==> src/rtl/dec_pkg.sv <==
package dec_pkg;

  localparam int CTRL_W = 64;
  localparam int HALF_W = 16;

  typedef struct packed {
    logic       ovf_pin;
    logic       cyc;
    logic       en_usr;
    logic       en_sup;
    logic [6:0] code;
  } slice_cfg_t;

  // Bits that software may change in the control word.
  function automatic logic [CTRL_W-1:0] ctrl_wmask(input bit ext);
    logic [CTRL_W-1:0] m;
    m = '0;
    for (int s = 0; s < 2; s++) begin
      for (int b = 0; b < 10; b++) m[s*HALF_W + b] = 1'b1;
      if (ext) m[s*HALF_W + 10] = 1'b1;
    end
    return m;
  endfunction

  // Extract per-counter settings from the control word.
  function automatic slice_cfg_t get_cfg(input logic [CTRL_W-1:0] c, input int idx);
    logic [HALF_W-1:0] h;
    slice_cfg_t r;
    h = HALF_W'(c >> (idx * HALF_W));
    r.code    = {h[10], h[5:0]};
    r.en_sup  = h[6];
    r.en_usr  = h[7];
    r.cyc     = h[8];
    r.ovf_pin = h[9];
    return r;
  endfunction

  // Privilege qualifier: level 3 uses the user enable, others the supervisor one.
  function automatic logic priv_allows(input slice_cfg_t c, input logic [1:0] lvl);
    return (lvl == 2'd3) ? c.en_usr : c.en_sup;
  endfunction

endpackage

==> src/rtl/ctrl_reg.sv <==
module ctrl_reg
  import dec_pkg::*;
#(
  parameter bit EXT_SEL = 1'b1
) (
  input  logic              clk,
  input  logic              rst,
  input  logic              wr,
  input  logic [CTRL_W-1:0] wdata,
  output logic [CTRL_W-1:0] ctrl
);
  localparam logic [CTRL_W-1:0] WMASK = ctrl_wmask(EXT_SEL);

  always_ff @(posedge clk) begin
    if (rst)     ctrl <= '0;
    else if (wr) ctrl <= wdata & WMASK;
  end


  reserved_zero_chk: assert property (@(posedge clk) disable iff (rst)
    (ctrl & ~WMASK) == '0);

endmodule

==> src/rtl/evt_select.sv <==
module evt_select #(
  parameter int SEL_W = 7,
  parameter int EVT_N = 128,
  parameter logic [EVT_N-1:0] VALID = '1
) (
  input  logic [EVT_N-1:0] evt,
  input  logic [SEL_W-1:0] code,
  output logic             hit
);
  logic assigned;

  always_comb begin
    assigned = VALID[code];
    hit      = assigned & evt[code];
  end

endmodule

==> src/rtl/cnt_slice.sv <==
module cnt_slice
  import dec_pkg::*;
#(
  parameter int CNT_W = 40
) (
  input  logic             clk,
  input  logic             rst,
  input  slice_cfg_t       cfg,
  input  logic [1:0]       priv,
  input  logic             evt_hit,
  input  logic             wr,
  input  logic [CNT_W-1:0] wdata,
  output logic [CNT_W-1:0] cnt,
  output logic             pin
);
  logic priv_ok;
  logic inc_take;
  logic ovf;

  always_comb begin
    priv_ok  = priv_allows(cfg, priv);
    inc_take = priv_ok & (cfg.cyc | evt_hit) & ~wr;
    ovf      = inc_take & (&cnt);
  end

  always_ff @(posedge clk) begin
    if (rst) begin
      cnt <= '0;
      pin <= 1'b0;
    end else begin
      if (wr)            cnt <= wdata;
      else if (inc_take) cnt <= cnt + 1'b1;
      pin <= cfg.ovf_pin ? ovf : inc_take;
    end
  end


  pin_source_chk: assert property (@(posedge clk) disable iff (rst)
    pin |-> $past(inc_take));

  write_wins_chk: assert property (@(posedge clk) disable iff (rst)
    wr |=> cnt == $past(wdata));

  wrap_zero_chk: assert property (@(posedge clk) disable iff (rst)
    ovf |=> cnt == '0);

  hold_idle_chk: assert property (@(posedge clk) disable iff (rst)
    (!cfg.en_sup && !cfg.en_usr && !wr) |=> $stable(cnt));

endmodule

==> src/rtl/dual_evt_counter.sv <==
module dual_evt_counter
  import dec_pkg::*;
#(
  parameter int  CNT_W   = 40,
  parameter int  SEL_W   = 7,
  parameter bit  EXT_SEL = 1'b1,
  parameter logic [(1<<SEL_W)-1:0] VALID =
    128'h0000_0000_0000_017F_0000_03FF_FFFF_FFFF
) (
  input  logic                    clk,
  input  logic                    rst,
  input  logic [1:0]              reg_addr,
  input  logic                    reg_wr,
  input  logic [CTRL_W-1:0]       reg_wdata,
  output logic [CTRL_W-1:0]       reg_rdata,
  input  logic [1:0]              priv_lvl,
  input  logic [(1<<SEL_W)-1:0]   evt_in,
  output logic [1:0]              mon_pin
);
  localparam int EVT_N = 1 << SEL_W;
  localparam int NCNT  = 2;

  logic [CTRL_W-1:0] ctrl;
  logic [CNT_W-1:0]  cnt_q [NCNT];

  ctrl_reg #(.EXT_SEL(EXT_SEL)) u_ctrl (
    .clk(clk), .rst(rst),
    .wr(reg_wr && reg_addr == 2'd0),
    .wdata(reg_wdata), .ctrl(ctrl)
  );

  for (genvar g = 0; g < NCNT; g++) begin : g_cnt
    slice_cfg_t cfg;
    logic       hit;
    logic       wr_me;

    always_comb begin
      cfg   = get_cfg(ctrl, g);
      wr_me = reg_wr && (reg_addr == 2'(g + 1));
    end

    evt_select #(.SEL_W(SEL_W), .EVT_N(EVT_N), .VALID(VALID)) u_sel (
      .evt(evt_in), .code(cfg.code[SEL_W-1:0]), .hit(hit)
    );

    cnt_slice #(.CNT_W(CNT_W)) u_slice (
      .clk(clk), .rst(rst), .cfg(cfg), .priv(priv_lvl), .evt_hit(hit),
      .wr(wr_me), .wdata(reg_wdata[CNT_W-1:0]),
      .cnt(cnt_q[g]), .pin(mon_pin[g])
    );
  end

  always_comb begin
    case (reg_addr)
      2'd0:    reg_rdata = ctrl;
      2'd1:    reg_rdata = CTRL_W'(cnt_q[0]);
      2'd2:    reg_rdata = CTRL_W'(cnt_q[1]);
      default: reg_rdata = '0;
    endcase
  end

endmodule

==> config.mk <==
export PLATFORM = sky130hd
export DESIGN_NAME = dual_evt_counter
export DESIGN_NICKNAME = d
export VERILOG_FILES = /design/src/rtl/dec_pkg.sv /design/src/rtl/ctrl_reg.sv /design/src/rtl/evt_select.sv /design/src/rtl/cnt_slice.sv /design/src/rtl/dual_evt_counter.sv
export SDC_FILE = /design/constraint.sdc
export NUM_CORES = 1
export LEC_CHECK = 0
export BUFFER_PORTS_ARGS = -buffer_cell sky130_fd_sc_hd__buf_2
export CAP_MARGIN = 20
export CORE_ASPECT_RATIO = 0.9
export CORE_MARGIN = 2
export CORE_UTILIZATION = 50
export CTS_CLUSTER_DIAMETER = 80
export DETAILED_ROUTE_END_ITERATION = 10
export PLACE_DENSITY = 0.78
export SLEW_MARGIN = 15
export SYNTH_ARGS = -nofsm -noshare
export SYNTH_HDL_FRONTEND = slang
export SYNTH_SLANG_ARGS = --single-unit
==> constraint.sdc <==
create_clock -name clk -period 3.4 [get_ports clk]
set_clock_uncertainty 0.15 [all_clocks]
set_input_delay 0.68 -clock clk [delete_from_list [all_inputs] [get_ports clk]]
set_output_delay 0.68 -clock clk [all_outputs]
set_load 0.01 [all_outputs]
==> impl_metrics.json <==
{
  "outcome": "complete, no violations",
  "yosys_warnings": 0,
  "area_delta_synth_final_pct": 19.19,
  "coreArea_sq_um": 17440,
  "cts_hold_buf": 0,
  "finalSetupTns_ns": 0,
  "clock-sinks": 106,
  "slew_viol_final": 0,
  "final_common_cell": "buf_2",
  "cp-end-kind": "flip-flop",
  "clk_latency_ns": 0.35,
  "die_area_sq_um": 18700,
  "crit_required_ns": 3.51,
  "synth_seq_area_share_pct": 24.09,
  "ys_seq_elements": 106,
  "grt_pass1_wl_mm": 46.44,
  "antenna_found_initial": 2,
  "p_leak_nw": 4.078,
  "fin_nets": 1458,
  "utilization_pct": 60.20,
  "cp_max_fo": 16,
  "criticalPathCategory": "reg2reg",
  "layout-drive-gt1-share_pct": 27.02,
  "io-pin-count": 265,
  "grt_overflow": 0,
  "dp_hpwl_mm": 22.42,
  "hold_class": "reg2reg",
  "p_per_area_nw_per_um2": 300.8,
  "grt_max_degree": 101,
  "io_buffers": 216,
  "crit_chain": "and2_1, a22oi_1, a21oi_1, nor4_1, o221ai_2, o41a_2, or4_1, a311oi_1",
  "drt-pass1-iter-count": 6,
  "cts_tree": "built",
  "synthDistinctLibCells": 60,
  "setup_viol": 0,
  "arrival_ns": 3.47,
  "route.detailed.drc": 0,
  "fmax_mhz": 297.7,
  "numCtsBuffers": 9,
  "layout_common_cells": "buf_2 (216), mux2i_1 (123), dfxtp_1 (104), nand2_1 (98), nor2_1 (89)",
  "gp_congestion": 0.9156,
  "cts.clk_slew.worst_paths_ns": 0.07,
  "drt-initial-drc-count": 1161,
  "cp_slowest_cell": "o41a_2",
  "gr-usage-all-layers_pct": 31.60,
  "async_flop_share_pct": 0,
  "synth-main-ff-cell": "dfxtp_1",
  "fin_crit_sh_pct": 98.79,
  "largest_reg_flops": 80,
  "vias_per_cell": 6.353,
  "synth_edf_count": 0,
  "hold_violations": 0,
  "wl_per_cell_um": 20.01,
  "clk_root_buffer_cell": "clkbuf_16",
  "cts_buffer_depth": 2,
  "finalCriticalPeriod_ns": 3.359,
  "n_fill_cell": 1631,
  "start_kind": "flip-flop",
  "detailedPlace.worstSlack_ns": 0.04291,
  "row_count": 46,
  "max_cap_viol_count": 0,
  "num_vias": 9549,
  "max_stage_delay_ns": 0.61,
  "dieWidth_um": 143.9,
  "wl_mm": 30.08,
  "ir_drop_v": 0.0002592,
  "grt_pass1_vias": 8972,
  "postRouteAntennaNets": 0,
  "synthCells": 1073,
  "finalWorstSetupSlack_ns": 0.04117,
  "initial_utilization_pct": 50.51,
  "htreeDepth": 3,
  "netlist_area_sq_um": 8808,
  "die_y_um": 129.9,
  "worst_pin_slew_ns": 0.9074,
  "synth.avg_cell_area_sq_um": 8.209,
  "power.total_mw": 3.158,
  "slew_headroom_pct": 39.44
}
-- through the flow --
| stage | cell area [sq um] | hold slack [ns] | cells |
|---|---|---|---|
| after global placement | 10150 | 0.3013 | 1479 |
| final | 10500 | 0.3204 | 1503 |
| after floorplan | 8895 | 0.2941 | 1096 |
| after CTS | 10440 | 0.3195 | 1495 |
| after global routing | 10500 | 0.3574 | 1502 |
| after detailed placement | 10150 | 0.3098 | 1479 |
-- final cells by class --
type                    count  area (sq um)  share of cell area (%)
repair buffers            273          1625                   15.48
inverters                  24         90.09                  0.8581
clock buffers              12         267.8                   2.550
flip-flops and latches    106          2127                   20.26
clock inverters             4         23.77                  0.2264
multi-input cells         843          6062                   57.74
well taps                 240         300.3                   2.860
diodes                      1         2.502                 0.02384
-- synth_stat cells, types with 19 or more instances --
master | number | area [sq um]
mux2i_1 | 123 | 1231
dfxtp_1 | 106 | 2122
nand2_1 | 99 | 371.6
nor2_1 | 89 | 334.1
clkbuf_1 | 66 | 247.7
o21ai_0 | 45 | 225.2
a211oi_1 | 44 | 330.3
a21oi_1 | 41 | 205.2
a22oi_1 | 37 | 277.8
xor2_1 | 36 | 315.3
buf_4 | 33 | 247.7
mux4_2 | 28 | 630.6
and3_1 | 24 | 150.1
inv_1 | 24 | 90.09
nand3_1 | 21 | 105.1
nand4_1 | 21 | 131.4
o2111ai_1 | 19 | 166.4
-- final timing paths --
kind / start / endpoint / slack [ns] / cells past startpoint
hold / removal: u_ctrl.ctrl[6]$_SDFFE_PP0N_ / u_ctrl.ctrl[6]$_SDFFE_PP0N_ / 0.32 / 2
setup / recovery: u_ctrl.ctrl[17]$_SDFFE_PP0N_ / g_cnt[1].u_slice.cnt[16]$_SDFFE_PP0P_ / 0.04 / 8
setup reg to reg: u_ctrl.ctrl[17]$_SDFFE_PP0N_ / g_cnt[1].u_slice.cnt[16]$_SDFFE_PP0P_ / 0.04 / 8
hold reg to reg: u_ctrl.ctrl[6]$_SDFFE_PP0N_ / u_ctrl.ctrl[6]$_SDFFE_PP0N_ / 0.32 / 2
-- cell families after synthesis --
logic type | share of synthesized area [%]
AO/OA/AOI/OAI | 23.82
XOR/XNOR | 3.679
adder cells (fa/ha/maj) | 0.2840
buffers and inverters | 8.409
flip-flops | 24.09
multiplexers | 21.26
other | 0.04257
AND/OR/NAND/NOR | 18.41
-- report_power, final --
part	leakage (nW)	internal, mW	total [mW]	switching [mW]
Combinational	3.06	0.320	0.718	0.398
Clock	0.147	0.560	1.04	0.482
Sequential	0.868	1.31	1.40	0.0842
Total	4.08	2.19	3.16	0.964
-- repair_timing --
action | CTS | global route
resized for setup | 0 | 3
setup endpoints to repair | 0 | 6
setup buffers | 0 | 7
-- per-layer routing --
layer,global-route usage (%),vias to the layer above,wire length (um)
li1,-,4387,-
met1,42.01,4596,12440
met2,52.46,491,14200
met3,5.541,73,2583
met4,10.27,2,832
met5,0,-,13
-- worst max-delay path: cells and delay by family, from the launching register on --
family          cells  cell delay (ns)
simple gates        3             1.24
flops               1             0.37
compound gates      5             1.51
(Power assumes the default switching activity.)
